===== config.mk =====
export PLATFORM = sky130hd
export DESIGN_NAME = drv_fault_seq
export DESIGN_NICKNAME = d
export VERILOG_FILES = /design/src/rtl/dfs_pkg.sv /design/src/rtl/dfs_enable_fsm.sv /design/src/rtl/dfs_hyst_cmp.sv /design/src/rtl/dfs_temp_hyst.sv /design/src/rtl/dfs_oc_stretch.sv /design/src/rtl/drv_fault_seq.sv
export SDC_FILE = /design/constraint.sdc
export NUM_CORES = 1
export LEC_CHECK = 0
export BUFFER_PORTS_ARGS = -buffer_cell sky130_fd_sc_hd__clkbuf_2
export CAP_MARGIN = 5
export CORE_MARGIN = 1.5
export CORE_UTILIZATION = 45
export CTS_CLUSTER_SIZE = 12
export DETAILED_ROUTE_END_ITERATION = 6
export GPL_TIMING_DRIVEN = 1
export PLACE_DENSITY = 0.6
export SYNTH_ARGS = -nofsm -noshare
export SYNTH_HDL_FRONTEND = slang
export SYNTH_SLANG_ARGS = --single-unit

===== constraint.sdc =====
create_clock -name clk_i -period 5.32 [get_ports clk_i]
set_input_delay 0 -clock clk_i [delete_from_list [all_inputs] [get_ports clk_i]]
set_output_delay 0 -clock clk_i [all_outputs]
set_load 0.005 [all_outputs]

===== src/rtl/dfs_pkg.sv =====
package dfs_pkg;
  typedef enum logic [1:0] {
    ST_OFF   = 2'd0,
    ST_START = 2'd1,
    ST_RUN   = 2'd2,
    ST_HOLD  = 2'd3
  } seq_state_e;
endpackage


===== src/rtl/dfs_enable_fsm.sv =====
module dfs_enable_fsm
  import dfs_pkg::*;
#(
  parameter int STARTUP_CYC = 375000,
  parameter int QUICK_CYC   = 500
) (
  input  logic clk_i,
  input  logic rst_ni,
  input  logic en_i,
  output logic run_o,
  output logic clr_o
);
  localparam int MAXC  = (STARTUP_CYC > QUICK_CYC) ? STARTUP_CYC : QUICK_CYC;
  localparam int CNT_W = $clog2(MAXC + 1);
  localparam logic [CNT_W-1:0] START_LAST = CNT_W'(STARTUP_CYC - 1);
  localparam logic [CNT_W-1:0] QUICK_LAST = CNT_W'(QUICK_CYC - 1);

  seq_state_e state_q, state_d;
  logic [CNT_W-1:0] cnt_q, cnt_d;

  always_comb begin
    state_d = state_q;
    cnt_d   = cnt_q;
    unique case (state_q)
      ST_OFF: if (en_i) begin
        state_d = ST_START;
        cnt_d   = '0;
      end
      ST_START: begin
        if (!en_i)                    state_d = ST_OFF;
        else if (cnt_q == START_LAST) state_d = ST_RUN;
        else                          cnt_d   = cnt_q + 1'b1;
      end
      ST_RUN: if (!en_i) begin
        state_d = ST_HOLD;
        cnt_d   = '0;
      end
      ST_HOLD: begin
        // enable back inside the window: fast clear, no start-up wait
        if (en_i)                     state_d = ST_RUN;
        else if (cnt_q == QUICK_LAST) state_d = ST_OFF;
        else                          cnt_d   = cnt_q + 1'b1;
      end
      default: state_d = ST_OFF;
    endcase
  end

  always_ff @(posedge clk_i or negedge rst_ni) begin
    if (!rst_ni) begin
      state_q <= ST_OFF;
      cnt_q   <= '0;
    end else begin
      state_q <= state_d;
      cnt_q   <= cnt_d;
    end
  end

  assign run_o = (state_q == ST_RUN);
  assign clr_o = en_i && ((state_q == ST_OFF) || (state_q == ST_HOLD));

  a_r2_start_waits: assert property (@(posedge clk_i) disable iff (!rst_ni)
    (state_q == ST_START && cnt_q != START_LAST) |=> (state_q != ST_RUN));
  a_r3_abort_start: assert property (@(posedge clk_i) disable iff (!rst_ni)
    (state_q == ST_START && !en_i) |=> (state_q == ST_OFF));
  a_r4_quick_return: assert property (@(posedge clk_i) disable iff (!rst_ni)
    (state_q == ST_HOLD && en_i) |=> (state_q == ST_RUN));
  a_r5_hold_bounded: assert property (@(posedge clk_i) disable iff (!rst_ni)
    (state_q == ST_HOLD) |-> (cnt_q <= QUICK_LAST));
  a_r6_low_stops_run: assert property (@(posedge clk_i) disable iff (!rst_ni)
    (!en_i) |=> (state_q != ST_RUN));
endmodule


===== src/rtl/dfs_hyst_cmp.sv =====
module dfs_hyst_cmp #(
  parameter int TEMP_W = 9,
  parameter int SET_C  = 130,
  parameter int CLR_C  = 115
) (
  input  logic                     clk_i,
  input  logic                     rst_ni,
  input  logic signed [TEMP_W-1:0] val_i,
  output logic                     flag_o
);
  localparam logic signed [TEMP_W-1:0] SET_T = TEMP_W'(SET_C);
  localparam logic signed [TEMP_W-1:0] CLR_T = TEMP_W'(CLR_C);

  logic flag_q;

  always_ff @(posedge clk_i or negedge rst_ni) begin
    if (!rst_ni)              flag_q <= 1'b0;
    else if (val_i >= SET_T)  flag_q <= 1'b1;
    else if (val_i <= CLR_T)  flag_q <= 1'b0;
  end

  assign flag_o = flag_q;

  // shared by warning and shutdown instances
  a_r8_hold_in_band: assert property (@(posedge clk_i) disable iff (!rst_ni)
    (flag_q && val_i > CLR_T) |=> flag_q);
  a_r8_clear_in_band: assert property (@(posedge clk_i) disable iff (!rst_ni)
    (!flag_q && val_i < SET_T) |=> !flag_q);
  a_r12_negative_quiet: assert property (@(posedge clk_i) disable iff (!rst_ni)
    (!flag_q && val_i < 0) |=> !flag_q);
endmodule


===== src/rtl/dfs_temp_hyst.sv =====
module dfs_temp_hyst #(
  parameter int TEMP_W   = 9,
  parameter int OTW_SET  = 130,
  parameter int OTW_CLR  = 115,
  parameter int OTSD_SET = 150,
  parameter int OTSD_CLR = 130
) (
  input  logic              clk_i,
  input  logic              rst_ni,
  input  logic [TEMP_W-1:0] temp_i,
  output logic              otw_o,
  output logic              otsd_o
);
  logic signed [TEMP_W-1:0] temp_q;

  always_ff @(posedge clk_i or negedge rst_ni) begin
    if (!rst_ni) temp_q <= '0;
    else         temp_q <= $signed(temp_i);
  end

  dfs_hyst_cmp #(.TEMP_W(TEMP_W), .SET_C(OTW_SET), .CLR_C(OTW_CLR)) u_warn (
    .clk_i(clk_i), .rst_ni(rst_ni), .val_i(temp_q), .flag_o(otw_o)
  );

  dfs_hyst_cmp #(.TEMP_W(TEMP_W), .SET_C(OTSD_SET), .CLR_C(OTSD_CLR)) u_shut (
    .clk_i(clk_i), .rst_ni(rst_ni), .val_i(temp_q), .flag_o(otsd_o)
  );
endmodule


===== src/rtl/dfs_oc_stretch.sv =====
module dfs_oc_stretch #(
  parameter int STRETCH_CYC = 3200
) (
  input  logic clk_i,
  input  logic rst_ni,
  input  logic oc_i,
  output logic active_o
);
  localparam int CNT_W = $clog2(STRETCH_CYC + 1);
  localparam logic [CNT_W-1:0] LOAD = CNT_W'(STRETCH_CYC);

  logic [CNT_W-1:0] cnt_q;

  always_ff @(posedge clk_i or negedge rst_ni) begin
    if (!rst_ni)          cnt_q <= '0;
    else if (oc_i)        cnt_q <= LOAD;
    else if (cnt_q != '0) cnt_q <= cnt_q - 1'b1;
  end

  assign active_o = (cnt_q != '0);

  a_r7_flag_reports: assert property (@(posedge clk_i) disable iff (!rst_ni)
    oc_i |=> active_o);
  a_r7_steady_countdown: assert property (@(posedge clk_i) disable iff (!rst_ni)
    (cnt_q != '0 && !oc_i) |=> (cnt_q == $past(cnt_q) - 1'b1));
endmodule


===== src/rtl/drv_fault_seq.sv =====
module drv_fault_seq #(
  parameter int PHASES         = 3,
  parameter int TEMP_W         = 9,
  parameter int STARTUP_CYC    = 375000,
  parameter int QUICK_CYC      = 500,
  parameter int OC_STRETCH_CYC = 3200,
  parameter int OTW_SET        = 130,
  parameter int OTW_CLR        = 115,
  parameter int OTSD_SET       = 150,
  parameter int OTSD_CLR       = 130
) (
  input  logic              clk_i,
  input  logic              rst_ni,
  input  logic              en_i,
  input  logic [PHASES-1:0] oc_i,
  input  logic              pvdd_uv_i,
  input  logic              gvdd_uv_i,
  input  logic              gvdd_ov_i,
  input  logic [TEMP_W-1:0] temp_i,
  output logic              fault_n_o,
  output logic              warn_n_o,
  output logic              gate_kill_o,
  output logic              ready_o
);
  logic run, clr, otw, otsd, sd_cond, fault_q;
  logic [PHASES-1:0] oc_act;

  dfs_enable_fsm #(.STARTUP_CYC(STARTUP_CYC), .QUICK_CYC(QUICK_CYC)) u_seq (
    .clk_i(clk_i), .rst_ni(rst_ni), .en_i(en_i), .run_o(run), .clr_o(clr)
  );

  dfs_temp_hyst #(
    .TEMP_W(TEMP_W), .OTW_SET(OTW_SET), .OTW_CLR(OTW_CLR),
    .OTSD_SET(OTSD_SET), .OTSD_CLR(OTSD_CLR)
  ) u_temp (
    .clk_i(clk_i), .rst_ni(rst_ni), .temp_i(temp_i), .otw_o(otw), .otsd_o(otsd)
  );

  for (genvar p = 0; p < PHASES; p++) begin : g_phase
    dfs_oc_stretch #(.STRETCH_CYC(OC_STRETCH_CYC)) u_oc (
      .clk_i(clk_i), .rst_ni(rst_ni), .oc_i(oc_i[p]), .active_o(oc_act[p])
    );
  end

  assign sd_cond = pvdd_uv_i | gvdd_uv_i | gvdd_ov_i | otsd;

  // latch sets only while running; released on quick return or fresh enable
  always_ff @(posedge clk_i or negedge rst_ni) begin
    if (!rst_ni)             fault_q <= 1'b0;
    else if (clr)            fault_q <= 1'b0;
    else if (run && sd_cond) fault_q <= 1'b1;
  end

  assign fault_n_o   = ~fault_q;
  assign gate_kill_o = ~run | fault_q;
  assign ready_o     = run;
  assign warn_n_o    = ~((|oc_act) | otw);

  a_r10_kill_with_fault: assert property (@(posedge clk_i) disable iff (!rst_ni)
    !fault_n_o |-> gate_kill_o);
  a_r10_supply_trip: assert property (@(posedge clk_i) disable iff (!rst_ni)
    (ready_o && (pvdd_uv_i || gvdd_uv_i || gvdd_ov_i)) |=> !fault_n_o);
  a_r11_fault_sticky: assert property (@(posedge clk_i) disable iff (!rst_ni)
    (!fault_n_o && !en_i) |=> !fault_n_o);
  a_r7_oc_no_fault: assert property (@(posedge clk_i) disable iff (!rst_ni)
    (fault_n_o && !(ready_o && sd_cond)) |=> fault_n_o);
endmodule


==> flow_summary_export.csv, run 1 <==
group,metric,value,unit
synthesis,synthArstFlopShare,1.000,
routing,wire_per_inst,14.76,µm
power,p_leak,1.725,nW
global_routing,grt_pass1_vias,2977,
setup_path,path_class,"register to output pin",
power,clockPowerShare,0.268,
setup_path,max_stage_delay,690,ps
global_routing,grt_pass1_wl,13700,µm
setup_path,cp_cell_sequence,"or3_1 -> nor4b_1 -> nand2_1 -> nor4_1 -> clkbuf_2",
power,p_switching,0.5654,mW
placement,dp.cells,500,
finish,area_growth,13.70,%
finish,fillers,747,
routing,dr.pass1.iters,4,
routing,antenna_left,0,
setup_path,cp_max_fo,7,
routing,vias_per_cell,5.686,
setup_path,worstPathRequired,5320,ps
die,io_pins,22,
finish,drive_above_1_share,0.1101,
placement,gp_congestion,0.8124,
die,num_rows,32,
timing,slew_viol_final,0,
synthesis,syn_area_per_cell,9.482,µm²
routing,wl,7807,µm
finish,final_cells,529,
synthesis,postSynthCellCount,389,
die,initial_core_util,0.4700,
setup_path,crit_arrival,2820,ps
setup_path,path_delay_family,"simple AND/OR/NAND/NOR gates",
placement,placed_area,3866,µm²
power,p_seq_frac,0.418,
timing,period_needed,2823,ps
die,die_w,93.54,µm
setup_path,endpoint_kind,"output pin",
finish,diodes,0,
synthesis,syn_nets,418,
synthesis,synth-seq-cells,69,
finish,finish.utilization,0.5344,
power,p_comb_frac,0.314,
timing,hold_violations,0,
timing,worstMarginPinSlew,865.4,ps
finish,stdcell_area,4194,µm²
routing,route.detailed.drc,0,
power,sw_frac_of_total,0.3593,
global_routing,antenna_found_initial,0,
power,powerDensity,375.2,nW/µm²
die,die_y,93.54,µm
run,maxCapViolations,0,
routing,vias,3008,
clocking,clock-sinks,69,
timing,grt_setup_unrepaired,"false",
global_routing,grt_overflow,0,
worst_hold_path,worstHoldPathType,"primary input to register",
die,core_area,7848,µm²
power,intPower,1.008,mW
die,dieArea,8749,µm²
timing,skew,8.668,ps
synthesis,synthFlopType,"dfrtp_1",
timing,maxSlewHeadroom,0.4230,
timing,fin_crit_sh,0.5307,
clocking,cts_tree,"built",
clocking,numCtsBuffers,9,
power,power,1.574,mW
run_status,status,"finished, final reports clean",
setup_path,worst-path-buf-inv,1,
timing,fmax,354.2,MHz
setup_path,critPathSlowestCell,"nor4b_1",
clocking,clock_latency,350,ps
synthesis,synth_edf_count,0,
clocking,cts_max_path_buffers,2,
synthesis,synth.distinct_cells,53,
placement,hpwl,5036,µm
timing,setup_viol,0,
clocking,ctsRootBufferMaster,"clkbuf_8",
timing,setup-tns-final,0,ps
clocking,cts_max_level,3,
finish,nNetsFinal,452,
synthesis,ys_seq_area_frac,0.4681,
clocking,path_clk_slew,80,ps
clocking,ctsResizeCount,0,
global_routing,grt_max_degree,70,
placement,portBuffers,21,
setup_path,ff2ff_setup_slack,2600,ps
setup_path,startpoint_type,"register",
routing,drt_iter0_drc,165,
power,peakVddDrop,0.0001600,V
global_routing,grtUsageTotal,0.1976,
synthesis,ys.warnings.count,0,
synthesis,syn-cell-area,3689,µm²
-- placed cells by master (no fill, tap or decap), drive strengths merged, types with 3 or more instances in the layout --
| master | instances |
|---|---|
| a41oi | 3 |
| o21ai | 23 |
| xnor2 | 12 |
| nand2b | 10 |
| nand2 | 17 |
| a21oi | 14 |
| a31oi | 6 |
| ha | 11 |
| dlygate4sd3 | 14 |
| nor2b | 11 |
| nor4b | 3 |
| mux2i | 3 |
| o41ai | 3 |
| buf | 4 |
| a211oi | 3 |
| nor3 | 14 |
| or3b | 3 |
| nor4 | 9 |
| nand3 | 11 |
| and3 | 3 |
| or4 | 7 |
| and2 | 3 |
| o31ai | 19 |
| dfrtp | 69 |
| clkbuf | 29 |
| xor2 | 9 |
| or3 | 7 |
| nand4 | 10 |
| inv | 18 |
| nor2 | 50 |
| nor3b | 3 |
-- cell usage after synthesis (all sizes together) (3+ instances only) --
master,count,area [µm²]
a211oi,3,22.52
a21oi,14,70.07
a31oi,6,37.54
a41oi,3,26.28
and2,3,18.77
and3,3,18.77
buf,5,40.04
clkbuf,10,37.54
dfrtp,69,1727
ha,11,137.6
inv,17,63.81
mux2i,3,30.03
nand2,17,63.81
nand2b,10,62.56
nand3,11,55.05
nand4,10,62.56
nor2,50,190.2
nor2b,11,68.82
nor3,14,70.07
nor3b,3,22.52
nor4,9,56.30
nor4b,3,26.28
o21ai,23,115.1
o31ai,19,142.6
o41ai,3,26.28
or3,7,43.79
or3b,3,26.28
or4,7,56.30
xnor2,12,105.1
xor2,9,78.83
-- worst reg2reg max path, stage by stage (launching register included) --
cell and delay, ps:
dfrtp_1 450, or4_1 570, or4_4 550, o32ai_2 240, nand2b_1 610, o21ai_1 160
-- what timing repair did --
item                                   CTS  global route
setup endpoints to repair                0             0
buffers inserted                         0             0
endpoints found under the hold margin   97             0
hold buffers                            14             0
-- layer usage --
metal,GRT usage,up-vias,part of all wire
li1,-,1488,-
met1,0.2552,1456,0.48
met2,0.3170,50,0.46
met3,0.03577,14,0.032
met4,0.09950,0,0.021
met5,0,-,0
-- cell type report --
| class | count | area [µm²] | share of cell area |
|---|---|---|---|
| Clock buffer | 9 | 123.9 | 0.02953 |
| Clock inverter | 6 | 63.81 | 0.01521 |
| Inverter | 17 | 63.81 | 0.01521 |
| Multi-Input combinational cell | 288 | 1821 | 0.4341 |
| Sequential cell | 69 | 1727 | 0.4117 |
| Tap cell | 102 | 127.6 | 0.03043 |
| Timing Repair Buffer | 38 | 267.8 | 0.06384 |
-- through the flow --
step	worst slack (ps)	hold slack (ps)
after floorplan	2967	-295.6
after global placement	2653	110.1
after detailed placement	2608	110.5
after CTS	2495	7.378
after global routing	2130	26.72
final	2497	3.547
-- path summary, 6_finish.rpt --
check | start | end | cells after the start
min in group asynchronous | rst_ni | g_phase[2].u_oc.cnt_q[9]$_DFFE_PN0P_ | 3
max | g_phase[2].u_oc.cnt_q[8]$_DFFE_PN0P_ | warn_n_o | 5
min reg2reg | u_temp.temp_q[8]$_DFF_PN0_ | u_temp.u_warn.flag_o$_DFFE_PN0P_ | 1
max in group asynchronous | rst_ni | g_phase[1].u_oc.cnt_q[5]$_DFFE_PN0P_ | 3
max reg2reg | u_seq.cnt_q[9]$_DFFE_PN0P_ | u_seq.cnt_q[8]$_DFFE_PN0P_ | 5
min | oc_i[0] | g_phase[0].u_oc.cnt_q[1]$_DFFE_PN0P_ | 2
-- logic make-up (layout without fill, tap and decap cells) --
family / count (synthesis) / count (layout) / synth area share
buffers and inverters: 32 / 70 / 0.03833
AO/OA/AOI/OAI: 84 / 84 / 0.1506
AND/OR/NAND/NOR: 168 / 168 / 0.2436
XOR/XNOR: 21 / 21 / 0.04987
adder cells (fa/ha/maj): 11 / 11 / 0.03731
multiplexers: 4 / 4 / 0.01221
flip-flops: 69 / 69 / 0.4681
-- power by group through the flow --
stage	sequential (mW)	combinational, mW	clock [mW]
6_report	0.657	0.494	0.422
3_5_place_dp	0.668	0.480	0
2_1_floorplan	0.646	0.392	0
3_3_place_gp	0.665	0.475	0
4_1_cts	0.658	0.497	0.431
5_1_grt	0.671	0.559	0.456
-- registers in the layout (all words and copies together), names as in the netlist, named ones only --
register	cells
fault_q	1
u_seq.state_q	1
u_seq.cnt_q	19
u_temp.u_shut.flag_o	1
g_phase.u_oc.cnt_q	36
u_temp.temp_q	9
u_temp.u_warn.flag_o	1
Note: power is estimated with default switching activity, not from simulation.
==> run 2: changes to the inputs <==
==> constraint.sdc (replaced) <==
create_clock -name clk_i -period 3 [get_ports clk_i]
set_input_delay 0 -clock clk_i [delete_from_list [all_inputs] [get_ports clk_i]]
set_output_delay 0 -clock clk_i [all_outputs]
set_load 0.005 [all_outputs]
==> run 2 against run 1 <==
Against the previous run: sequential power increased by 78%; sequential share of layout area decreased by 0.32 points; routed wire length increased by 2.6%; flip-flop and latch count unchanged; utilization increased by 0.41 points; count of clock-buffer cells in the layout increased by 3; first-iteration DRC count decreased by 21%; clock power increased by 72%; combinational power increased by 84%; total power increased by 79%; critical path depth increased by 1; non-clock buffer count increased by 5; highest routed layer unchanged.
==> flow_summary_export.csv, run 2 (synthesized netlist as in run 1, its figures left out) <==
group,metric,value,unit
setup_path,max_stage_delay,600,ps
routing,vias_per_cell,5.693,
setup_path,critPathSlowestCell,"or4_1",
die,core_area,7848,µm²
routing,drt_iter0_drc,131,
routing,route.detailed.drc,0,
timing,skew,9.623,ps
routing,wire_per_inst,15.00,µm
finish,drive_above_1_share,0.1137,
finish,area_growth,14.59,%
timing,hold_violations,0,
routing,wl,8012,µm
finish,finish.utilization,0.5386,
clocking,path_clk_slew,70,ps
die,die_w,93.54,µm
setup_path,path_class,"register to output pin",
placement,hpwl,5354,µm
setup_path,path_delay_family,"simple AND/OR/NAND/NOR gates",
routing,vias,3040,
timing,fmax,376.1,MHz
global_routing,antenna_found_initial,0,
timing,fin_crit_sh,0.8863,
finish,nNetsFinal,457,
setup_path,ff2ff_setup_slack,410,ps
placement,dp.cells,505,
setup_path,worst-path-buf-inv,2,
timing,holdWs,15.29,ps
power,peakVddDrop,0.0002607,V
setup_path,cp_cell_sequence,"inv_1 -> ha_1 -> or3b_2 -> or4_1 -> nor4_1 -> clkbuf_2",
clocking,cts_max_level,3,
routing,antenna_left,0,
global_routing,grtUsageTotal,0.2012,
global_routing,grt_max_degree,49,
clocking,post_cts_buffers,0,
routing,dr.pass1.iters,5,
finish,fillers,747,
placement,gp_congestion,0.7824,
setup_path,worstPathRequired,3000,ps
finish,stdcell_area,4227,µm²
finish,most-common-layout-cells,"dfrtp_1, nor2_1, clkbuf_2",
die,initial_core_util,0.4700,
global_routing,grt_pass1_vias,2992,
worst_hold_path,worstHoldPathType,"primary input to register",
global_routing,grt_overflow,0,
setup_path,crit_arrival,2660,ps
clocking,ctsRootBufferMaster,"clkbuf_8",
timing,setup-tns-final,0,ps
die,io_pins,22,
power,p_leak,1.750,nW
placement,placed_area,3904,µm²
timing,period_needed,2659,ps
placement,portBuffers,21,
clocking,cts_tree,"built",
clocking,cts_max_path_buffers,2,
global_routing,grt_pass1_wl,13920,µm
finish,final_common_cell,"dfrtp_1",
setup_path,cp_max_fo,8,
finish,reg_top3,"g_phase.u_oc.cnt_q x36, u_seq.cnt_q x19, u_temp.temp_q x9",
timing,maxSlewHeadroom,0.2786,
setup_path,endpoint_kind,"output pin",
clocking,numCtsBuffers,9,
power,powerDensity,664.9,nW/µm²
setup_path,startpoint_type,"register",
timing,setup_viol,0,
timing,grt_setup_unrepaired,"false",
timing,slew_viol_final,0,
die,die_y,93.54,µm
die,num_rows,32,
clocking,clock-sinks,69,
finish,largest_reg_flops,36,
clocking,clock_latency,340,ps
run,maxCapViolations,0,
run_status,status,"finished, final reports clean",
timing,worstMarginPinSlew,1082,ps
die,dieArea,8749,µm²
finish,largest-register,"g_phase.u_oc.cnt_q",
finish,final_cells,534,
==> run 2: layer usage <==
| metal | vias to the layer above | wire length, µm | GRT usage |
|---|---|---|---|
| met5 | - | 0 | 0 |
| met4 | 0 | 124 | 0.07463 |
| met3 | 14 | 329 | 0.04553 |
| met2 | 70 | 3891 | 0.3273 |
| met1 | 1467 | 3667 | 0.2611 |
| li1 | 1489 | - | - |
==> run 2: path summary, 6_finish.rpt <==
check                                                      from                                   end  cells past startpoint
min reg2reg                          u_temp.temp_q[8]$_DFF_PN0_      u_temp.u_warn.flag_o$_DFFE_PN0P_                      1
min                                                     oc_i[0]  g_phase[0].u_oc.cnt_q[6]$_DFFE_PN0P_                      2
max in group asynchronous                                rst_ni            u_seq.cnt_q[3]$_DFFE_PN0P_                      3
max reg2reg                          u_seq.cnt_q[9]$_DFFE_PN0P_            u_seq.cnt_q[7]$_DFFE_PN0P_                      6
max                        g_phase[1].u_oc.cnt_q[0]$_DFFE_PN0P_                              warn_n_o                      6
min in group asynchronous                                rst_ni  g_phase[0].u_oc.cnt_q[8]$_DFFE_PN0P_                      2
==> run 2: final cells by class <==
cell class                      instances  area, µm²  share of cell area
Antenna cell                            1      2.502           0.0005921
Timing Repair Buffer                   43      305.3             0.07223
Inverter                               17      63.81             0.01510
Clock inverter                          2      35.03            0.008289
Clock buffer                           12      145.1             0.03434
Tap cell                              102      127.6             0.03020
Sequential cell                        69       1727              0.4085
Multi-Input combinational cell        288       1821              0.4307
==> run 2: worst register-to-register path, delay by kind of cell, from the launching register on <==
family                 cells  cell delay [ps]
AO/OA/AOI/OAI              2              490
flip-flops                 1              460
AND/OR/NAND/NOR            3             1280
buffers and inverters      1              240
==> run 2: repair_timing <==
item | CTS | global route
hold buffers | 14 | 0
gates resized for setup | 0 | 0
hold endpoints to repair | 73 | 0
==> run 2: power breakdown <==
part / internal (mW) / switching (mW)
logic: 0.388 / 0.520
registers: 1.05 / 0.129
clock network: 0.397 / 0.330
==> run 2: metrics by stage <==
| stage | total power [mW] | setup WS, ps |
|---|---|---|
| finish | 2.810 | 341.0 |
| global route | 2.999 | 185.4 |
| CTS | 2.831 | 331.2 |
| detailed placement | 2.068 | 441.4 |
| global placement | 2.062 | 541.9 |
| floorplan | 1.840 | 647.1 |
==> run 3: changes to the inputs <==
--- a/config.mk
+++ b/config.mk
@@ -15,4 +15,5 @@
 export PLACE_DENSITY = 0.6
 export SYNTH_ARGS = -nofsm -noshare
 export SYNTH_HDL_FRONTEND = slang
+export SYNTH_HIERARCHICAL = 1
 export SYNTH_SLANG_ARGS = --single-unit
==> run 3 against run 2 <==
Against the previous run: via count up 7.1%; clock power up 22%; critical path depth up 1; maximum frequency up 9.8%; synthesized area increased by 10%; largest cell class unchanged; largest power group unchanged; highest routed layer unchanged.
==> flow_summary_export.csv, run 3 <==
group,metric,value,unit
finish,drive_above_1_share,0.1771,
timing,period_needed,2421,ps
setup_path,worstSetupStartpoint,"g_phase[1].u_oc/cnt_q[0]$_DFFE_PN0P_",
setup_path,r2r_start,"u_seq/cnt_q[0]$_DFFE_PN0P_",
worst_hold_path,hold_path_startpoint,"en_i",
die,io_pins,22,
timing,fin_crit_sh,0.8070,
die,die_w,98.06,µm
synthesis,synth.distinct_cells,60,
routing,vias,3255,
global_routing,grt_pass1_wl,15200,µm
timing,setup-tns-final,0,ps
power,p_leak,1.894,nW
timing,skew,14.25,ps
timing,hold_violations,0,
setup_path,startpoint_type,"register",
die,initial_core_util,0.4663,
power,peakVddDrop,0.0003589,V
clocking,numCtsBuffers,9,
placement,portBuffers,21,
finish,fillers,777,
setup_path,ff2ff_setup_slack,640,ps
timing,worstMarginPinSlew,935.8,ps
global_routing,grt_overflow,0,
routing,drt_iter0_drc,124,
timing,maxSlewHeadroom,0.3761,
clocking,post_cts_buffers,0,
clocking,clock_latency,350,ps
synthesis,ys_seq_area_frac,0.4246,
setup_path,cp_cell_sequence,"inv_1 -> ha_1 -> nor4b_1 -> and3_1 -> inv_2 -> nor4_1 -> clkbuf_2",
synthesis,synthArstFlopShare,1.000,
routing,route.detailed.drc,0,
placement,hpwl,6058,µm
die,core_area,8721,µm²
clocking,cts_tree,"built",
synthesis,postSynthCellCount,417,
synthesis,syn_nets,447,
global_routing,grt_max_degree,39,
routing,antenna_left,0,
clocking,path_clk_slew,80,ps
finish,area_growth,14.92,%
power,powerDensity,739.1,nW/µm²
setup_path,worstPathRequired,3000,ps
synthesis,synthTopCellsByArea,"dfrtp_1, nor2_1, ha_1, inv_1, a22oi_2",
finish,largest_reg_flops,36,
synthesis,ys.warnings.count,6,
global_routing,grtUsageTotal,0.1931,
synthesis,synth_top_area_share,0.4246,
global_routing,grt_pass1_vias,3236,
setup_path,crit_arrival,2420,ps
clocking,cts-hold-fix-buffers,15,
die,die_y,98.06,µm
synthesis,synth-seq-cells,69,
run,maxCapViolations,0,
routing,wl,8711,µm
finish,reg_top3,"g_phase.u_oc/cnt_q x36, u_seq/cnt_q x19, u_temp/temp_q x9",
die,dieArea,9616,µm²
synthesis,yosys-top-cells-count,"dfrtp_1, nor2_1, inv_1",
routing,wire_per_inst,15.26,µm
finish,most-common-layout-cells,"dfrtp_1, nor2_1, inv_1",
run_status,status,"finished, final reports clean",
setup_path,endpoint_kind,"output pin",
routing,vias_per_cell,5.701,
worst_hold_path,worstHoldPathType,"primary input to register",
setup_path,cp_max_fo,6,
timing,grt_setup_unrepaired,"false",
finish,largest-register,"g_phase.u_oc/cnt_q",
setup_path,max_stage_delay,440,ps
setup_path,r2r_end,"u_seq/cnt_q[1]$_DFFE_PN0P_",
synthesis,syn-cell-area,4066,µm²
clocking,cts_max_level,3,
clocking,ctsRootBufferMaster,"clkbuf_8",
clocking,clock-sinks,69,
global_routing,antenna_found_initial,0,
synthesis,synth_most_common_cell,"dfrtp_1",
finish,diodes,0,
timing,slew_viol_final,0,
clocking,cts_max_path_buffers,2,
synthesis,synthFlopType,"dfrtp_1",
timing,setup_viol,0,
routing,dr.pass1.iters,4,
timing,fmax,413.0,MHz
die,num_rows,34,
synthesis,synth_edf_count,0,
synthesis,syn_area_per_cell,9.752,µm²
placement,gp_congestion,0.8532,
finish,nNetsFinal,488,
finish,finish.utilization,0.5359,
setup_path,reg2reg_depth,7,
worst_hold_path,min_path_cells,3,
setup_path,critPathSlowestCell,"nor4b_1",
setup_path,path_class,"register to output pin",
clocking,ctsResizeCount,0,
finish,final_common_cell,"dfrtp_1",
synthesis,yosysTopAreaCell,"dfrtp_1",
==> run 3: changes by cell type in the layout (fill, tap and decap cells not counted), sizes merged, moves of 6 or more <==
cell / previous run / this run
nor2b: 11 / 0
a22oi: 1 / 15
o31ai: 19 / 3
inv: 17 / 47
and3: 3 / 10
o211ai: 1 / 16
nand3: 11 / 4
o21ai: 23 / 9
xnor2: 12 / 6
==> run 3: through the flow <==
| stage | setup slack (ps) | hold slack [ps] | instance area [µm²] | total power, mW | instances |
|---|---|---|---|---|---|
| 2_1_floorplan | 940.3 | -295.6 | 4066 | 2.245 | 417 |
| 6_report | 578.9 | 126.4 | 4673 | 3.454 | 571 |
| 4_1_cts | 547.6 | 112.3 | 4673 | 3.477 | 571 |
| 3_3_place_gp | 701.0 | 108.5 | 4294 | 2.540 | 540 |
| 5_1_grt | 309.4 | 161.2 | 4673 | 3.689 | 571 |
| 3_5_place_dp | 647.8 | 111.0 | 4294 | 2.556 | 540 |
==> run 3: logic make-up (layout without fill, tap and decap cells) <==
family,after synthesis,after routing,share of synthesized area
and+or+nand+nor,159,159,0.2206
AOI/OAI and AO/OA,105,105,0.2206
DFF,69,69,0.4246
buffers and inverters,54,100,0.05600
adders and majority gates,12,12,0.03692
xor gates and xnor gates,12,12,0.02585
muxes,6,6,0.01538
==> run 3: routing by layer <==
layer  up-vias  global-route usage  wire length (µm)
met3        10             0.03937               289
met2        55              0.3178              4104
met4         0             0.06154               117
met5         -                   0                 0
met1      1556              0.2562              4200
li1       1634                   -                 -
==> run 3: worst max-delay path by stage <==
stage          depth (start not counted)  slack [ps]                    endpoint
4_1_cts                                7         550                    warn_n_o
3_3_place_gp                           7         700  u_seq/cnt_q[1]$_DFFE_PN0P_
5_1_grt                                7         310                    warn_n_o
2_1_floorplan                          6         940  u_seq/cnt_q[0]$_DFFE_PN0P_
3_5_place_dp                           7         650  u_seq/cnt_q[1]$_DFFE_PN0P_
6_report                               7         580                    warn_n_o
==> run 3: final cells by class <==
cell class	count	area (µm²)	area share
clock buffer	9	123.9	0.02651
clock inverter	7	105.1	0.02249
inverter	43	161.4	0.03454
multi-input combinational	294	2116	0.4527
sequential	69	1727	0.3695
tap	108	135.1	0.02892
timing repair buffer	41	305.3	0.06533
==> run 3: report_power, final <==
part           internal (mW)  total (mW)  leakage, nW  switching [mW]
Sequential              1.11        1.34        0.863           0.229
Clock                  0.483       0.887        0.113           0.404
Combinational          0.507        1.23        0.919           0.722
==> run 3: worst max-delay path: cells and delay by family (launching register included) <==
family                   cells  cell delay, ps
buffers and inverters        3             410
AND/OR/NAND/NOR              3            1090
adder cells (fa/ha/maj)      1             180
flip-flops                   1             400
